<file path="config.mk">
export PLATFORM = sky130hd
export DESIGN_NAME = pair_issue_ctl
export DESIGN_NICKNAME = d
export VERILOG_FILES = /design/src/rtl/pair_issue_ctl.sv
export SDC_FILE = /design/constraint.sdc
export NUM_CORES = 1
export LEC_CHECK = 0
export CAP_MARGIN = 25
export CORE_ASPECT_RATIO = 0.6
export CORE_MARGIN = 1
export CORE_UTILIZATION = 35
export CTS_CLUSTER_SIZE = 40
export DETAILED_ROUTE_END_ITERATION = 7
export GPL_ROUTABILITY_DRIVEN = 1
export PLACE_DENSITY = 0.8
export SLEW_MARGIN = 20
export SYNTH_ARGS = -nofsm -noshare
export SYNTH_HDL_FRONTEND = slang
export SYNTH_SLANG_ARGS = --single-unit
</file>
<file path="constraint.sdc">
create_clock -name clk -period 7.6 [get_ports clk]
set_clock_uncertainty 0.15 [all_clocks]
set_input_delay 1.9 -clock clk [delete_from_list [all_inputs] [get_ports clk]]
set_output_delay 1.9 -clock clk [all_outputs]
set_load 0.05 [all_outputs]
</file>
<file path="src/rtl/pair_issue_ctl.sv">
module pair_issue_ctl (
  input  logic        clk,
  input  logic        rst_n,
  input  logic        pkt_valid,
  input  logic [63:0] pkt,
  input  logic        flush,
  output logic        issue_alu,
  output logic        issue_mem,
  output logic        fetch_stall,
  output logic        pkt_illegal
);
  localparam int IW = 32;
  localparam int RW = 5;
  localparam logic [5:0] OP_REG = 6'h00;
  localparam logic [5:0] OP_IMM = 6'h08;
  localparam logic [5:0] OP_BR  = 6'h04;
  localparam logic [5:0] OP_LD  = 6'h23;
  localparam logic [5:0] OP_ST  = 6'h2B;

  logic [IW-1:0] w0, w1;
  assign w0 = pkt[IW-1:0];
  assign w1 = pkt[2*IW-1:IW];

  logic          split_q;
  logic [RW-1:0] ld_q;

  logic nop0, alur0, alui0, br0, ok0;
  logic nop1, ld1, st1, ok1;
  assign nop0  = (w0 == '0);
  assign alur0 = (w0[31:26] == OP_REG) && !nop0;
  assign alui0 = (w0[31:26] == OP_IMM);
  assign br0   = (w0[31:26] == OP_BR);
  assign ok0   = nop0 | alur0 | alui0 | br0;
  assign nop1  = (w1 == '0);
  assign ld1   = (w1[31:26] == OP_LD);
  assign st1   = (w1[31:26] == OP_ST);
  assign ok1   = nop1 | ld1 | st1;

  logic [RW-1:0] dst0, dst1;
  assign dst0 = alur0 ? w0[15:11] : (alui0 ? w0[20:16] : '0);
  assign dst1 = ld1 ? w1[20:16] : '0;

  function automatic logic hit(input logic en, input logic [RW-1:0] src, input logic [RW-1:0] wr);
    return en && (src == wr) && (wr != '0);
  endfunction

  logic lu, raw, live, go;
  assign lu  = hit(alur0 | alui0 | br0, w0[25:21], ld_q) | hit(alur0 | br0, w0[20:16], ld_q)
             | hit(ld1 | st1, w1[25:21], ld_q)          | hit(st1, w1[20:16], ld_q);
  assign raw = hit(ld1 | st1, w1[25:21], dst0) | hit(st1, w1[20:16], dst0);

  assign live        = rst_n && pkt_valid && !flush;
  assign go          = live && ok0 && ok1;
  assign pkt_illegal = live && !(ok0 && ok1);

  always_comb begin
    issue_alu   = 1'b0;
    issue_mem   = 1'b0;
    fetch_stall = 1'b0;
    if (go) begin
      if (split_q) begin
        issue_mem = 1'b1;
      end else if (lu) begin
        fetch_stall = 1'b1;
      end else if (raw) begin
        issue_alu   = 1'b1;
        fetch_stall = 1'b1;
      end else begin
        issue_alu = 1'b1;
        issue_mem = 1'b1;
      end
    end
  end

  always_ff @(posedge clk or negedge rst_n) begin
    if (!rst_n) begin
      split_q <= 1'b0;
      ld_q    <= '0;
    end else begin
      split_q <= go && !split_q && !lu && raw;
      ld_q    <= issue_mem ? dst1 : '0;
    end
  end
endmodule

</file>
-- Yosys cells after proc, flatten, opt, wreduce, memory -nomap -nowiden
Index checks and enable logic that the tools add are counted.
- bits in registers: 6
- input bits: 68
- output and inout port bits: 4
- word-level logic and storage cells: 72
- equality and inequality tests: 10
- multiplexer cells: 15
- bitwise logic cells: 13
- reduce and logical (&&, ||, !) cells: 32
- operator list (kind ; count):
    $logic_not A32 Y1 ; 2
    $eq A5 B5 Y1 ; 6
    $logic_and A1 B1 Y1 ; 22
    $mux W5 ; 4
    $or A1 B1 Y1 ; 13
    $eq A6 B6 Y1 const B ; 2
    $mux W1 ; 11
    $reduce_bool A5 Y1 ; 2
    $eq A6 B3 Y1 const B ; 1
    $eq A6 B4 Y1 const B ; 1
    $logic_not A6 Y1 ; 1
    $logic_not A1 Y1 ; 5

-- Longest topological paths before layout
- depth after elaboration: 14
- mapped depth: 8
- mapped depth without buffers: 7

-- Worst setup path before layout
OpenSTA, ideal clock, no wires.
- kind: input-to-output
- start: input pkt[16]
- end: output fetch_stall
- arrival: 4409 ps
- required time: 5550 ps
- setup slack: 1141 ps
- stages on the path: 7
- buffers on the path: 0
- cell sequence: or4_1 > nor2_2 > nand4_2 > or4b_1 > a2111o_1 > and3_1 > nor3_2
- longest elaborated chain between the ends: 13
- elaborated cells on any way between the ends: 33
- those cells by class: 3 x eq/ne; 6 x mux; 10 x bitwise; 14 x reduce/logical
- RTL lines (what ; line ; RTL):
    from (decl) ; 5 ; input logic [63:0] pkt,
    $logic_not A32 Y1 ; 29 ; assign nop0 = (w0 == '0);
    $logic_not A1 Y1 ; 30 ; assign alur0 = (w0[31:26] == OP_REG) && !nop0;
    $logic_and A1 B1 Y1 ; 30 ;
    $or A1 B1 Y1 (2 in series) ; 48 ; assign lu = hit(alur0 | alui0 | br0, w0[25:21], ld_q) | hit(alur0 | br0, w0[20:16], ld_q)
    $logic_and A1 B1 Y1 (2 in series) ; 44 ; return en && (src == wr) && (wr != '0);
    $or A1 B1 Y1 ; 48 ;
    $or A1 B1 Y1 (2 in series) ; 49 ; | hit(ld1 | st1, w1[25:21], ld_q) | hit(st1, w1[20:16], ld_q);
    $mux W1 ; 63 ; end else if (lu) begin
    $mux W1 ; 61 ; if (split_q) begin
    $mux W1 * ; 60 ; if (go) begin
    to (decl) ; 9 ; output logic fetch_stall,
Mark *: on every way between the ends. The rest lies on a longest branch, timed or not.

-- Final worst setup path
- start: input pkt[16]
- end: output issue_mem
- longest elaborated chain between the ends: 13
- elaborated cells on any way between the ends: 33
- those cells by class: 3 x eq/ne; 6 x mux; 10 x bitwise; 14 x reduce/logical
- RTL lines (what ; line ; RTL):
    $logic_not A32 Y1 ; 29 ;
    $logic_not A1 Y1 ; 30 ;
    $logic_and A1 B1 Y1 ; 30 ;
    $or A1 B1 Y1 (2 in series) ; 48 ;
    $logic_and A1 B1 Y1 (2 in series) ; 44 ;
    $or A1 B1 Y1 ; 48 ;
    $or A1 B1 Y1 (2 in series) ; 49 ;
    $mux W1 ; 63 ;
    $mux W1 ; 61 ;
    $mux W1 * ; 60 ;
    to (decl) ; 8 ; output logic issue_mem,
Marks and branches as above.

==> reports/results.ini <==
[run_status]
run_status=finished, final reports clean

[sta]
fin_ws_ns=0.346
setup_tns_ns=0
setup_viol_count_final=0
worst_margin_pin_slew_ns=0.513
layout_worst_path_cycle_share_pct=95.4
timing.final.crit_period_ns=7.25
report.final.slew_viol_count=0
tightest_slew_margin_relative_to_the_limit_pct=65.7
grt_setup_unrepaired=no
timing.final.hold_violations=0
maxClockFrequency_mhz=138

[clocking]
worst_skew_pair.late_latency_ns=0.22
clock-root-buffer=clkbuf_8
cts_repair_resize_count=0
cts_hold_repair.buffers=0
tritoncts=done
numCtsBuffers=3
clk_path_buf_depth=2
worst_path_clk_slew_ns=0.03
cts.repair_timing.setup_buffer_count=0
clkSinkCount=6
maximum_level_of_the_cts_h_tree=1

[yosys]
synthesis.area_sq_mm=0.00121
postSynth.asyncResetShare_pct=100
synth_enable_flop_cells=0
postSynthRegisterBits=6
synthTopCellsByArea=dfrtp_1 (12%), xnor2_1 (7.9%), xor2_1 (6.5%)
yosys.area.top_type=dfrtp_1
synth_fp_nets=235
yosysWarningCount=0
synthCells=167
synth-main-ff-cell=dfrtp_1
synth.avg_cell_area_sq_um=7.27
ys_seq_area_share_pct=12.4
synth_cell_types=57
synth_top_cell_area_share_pct=12.4

[route]
drc_violation_count_after_routing=0
drtIter0Drc=178
antenna_violating_nets_post_route=0
wirelength_um=4670
wl_per_cell_um=16.5
viasPerCell=5.92
vias=1676
drt-pass1-iter-count=5

[final_layout]
area_growth_syn_to_layout_pct=66.7
nets=308
ant_cells=0
final.fill_count=315
drive_above_1_share_pct=7.56

[global_routing]
global_route.overflow_total=0
first_global_vias=1558
grt_pass1_wl_um=7250
grtUsageTotal_pct=25.9
number_of_antenna_violations_at_the_first_check_in_global_routing=0
grt_start_max_net_pins=13

[critical_path]
r2r_end=ld_q[1]$_DFF_PN0_
ff2ff_path_depth=7
critical_path_arrival_ns=5.20
worstReg2RegStart=ld_q[3]$_DFF_PN0_
critPathKind=in2out
cp.required_ns=5.55
worstPathMaxFanout=5
worstSetupStartpointType=input pin
reg2reg_setup_slack_ns=5.47
crit_path_end_kind=output pin

[run]
timing.max_cap.violations=0

[place]
dp_hpwl_um=3810
preCtsSetupSlack_ns=0.381
port_buffers=71
place.gp.congestion=1.06

[power_and_ir_drop]
p_leak_nw=0.743
swShare_pct=29.6
total_power_after_layout_w=0.000157
part_of_the_power_in_registers_pct=20.5
power_switching_w=0.0000464
power_density_mw_per_mm2=77.5
cell_internal_pwr_w=0.000110
share_clk_of_total_power_pct=30.3
pwr-share-comb_pct=49.2
ir_worst_vdd_v=0.0000537

[floorplan]
die-height_um=47.6
die_w_um=78.0
placementRows=16
core_area_sq_mm=0.00328
floorplan.die_area_sq_mm=0.00371
floorplan.initialDensity_pct=37.0
pin_count=72

[worst_hold_path]
timing.hold.worst_path_depth=2
worst_min_delay_path_endpoint=split_q$_DFF_PN0_
hold_path.startpoint=split_q$_DFF_PN0_
worst_min_path_class=reg2reg

==> critical path: stages <==
cell and delay, ns:
clkdlybuf4s50_1 0.50, or4_1 0.57, nor2_2 0.14, nand4_2 0.14, or4b_1 0.55, a2111o_1 0.44, a31oi_1 0.18, nor2_1 0.06
clkdlybuf4s50_1 0.71
==> cell families after synthesis <==
| group | share of synthesized area (%) |
|---|---|
| flops | 12.4 |
| mux | 2.58 |
| xor+xnor | 14.4 |
| simple gates | 35.9 |
| compound gates | 27.9 |
| buf+inv | 6.80 |
==> cell usage in the layout, fill, tap and decap left out, types with 4 or more instances in the layout <==
cell,n
nor2_1,11
nor4_1,10
inv_1,14
xnor2_1,11
clkdlybuf4s50_1,70
dfrtp_1,6
nor3_1,4
a31oi_1,5
o21ai_0,8
o22ai_1,6
a21oi_1,4
xor2_1,9
buf_4,5
nor2b_1,9
nand2_1,5
nand3_1,5
==> cells in the mapped netlist (2+ instances only) <==
cell and n:
inv_1 14, nor2_1 11, xnor2_1 11, nor4_1 10, nor2b_1 9, xor2_1 9
o21ai_0 8, clkbuf_1 6, dfrtp_1 6, o22ai_1 6, a31oi_1 5, nand2_1 5
nand3_1 5, a21oi_1 4, nor3_1 4, nand4_1 3, or4_1 3, a2111o_1 2
a21o_1 2, a22oi_1 2, and3_1 2, mux2i_1 2, nand2b_1 2, nor3_2 2
o2111ai_1 2
==> worst max-delay path by stage <==
stage	start	end	slack, ns	depth (start not counted)
final	pkt[16]	issue_mem	0.35	9
after global routing	pkt[16]	issue_mem	0.25	9
after CTS	pkt[16]	issue_mem	0.37	9
after detailed placement	pkt[16]	issue_mem	0.38	9
after global placement	pkt[16]	issue_mem	0.43	9
after floorplan	pkt[16]	fetch_stall	1.14	7
==> power by group through the flow <==
stage	Sequential, W	Combinational, W	Clock [W]
floorplan	0.0000325	0.0000234	0
global placement	0.0000325	0.0000766	0
detailed placement	0.0000325	0.0000759	0
CTS	0.0000321	0.0000762	0.0000478
global route	0.0000321	0.0000826	0.0000497
finish	0.0000321	0.0000772	0.0000475
==> flip-flops by register name (all words and copies together) (netlist names) <==
register	cells
ld_q	5
split_q	1
==> through the flow <==
step / cells / hold slack (ns) / util (%) / area, sq um
global placement: 280 / 0.493 / 60.4 / 1980
CTS: 283 / 0.490 / 61.6 / 2020
detailed placement: 280 / 0.480 / 60.4 / 1980
global route: 283 / 0.549 / 61.6 / 2020
finish: 283 / 0.487 / 61.6 / 2020
floorplan: 167 / 0.542 / - / 1210
==> layer usage <==
metal | track usage (%) | share of wire (%) | routed length (um)
met1 | 32.1 | 44 | 2050
met2 | 44.4 | 40 | 1860
met3 | 10.3 | 14 | 676
met4 | 5.19 | 1.7 | 81
met5 | 0 | 0 | 0
==> area by class of cell <==
cell class | count | area [sq um] | share of cell area (%)
Multi-Input combinational cell | 139 | 981 | 48.5
Timing Repair Buffer | 75 | 738 | 36.5
Sequential cell | 6 | 150 | 7.42
Inverter | 15 | 56.3 | 2.78
Tap cell | 45 | 56.3 | 2.78
Clock buffer | 3 | 41.3 | 2.04
(Power assumes the default switching activity.)
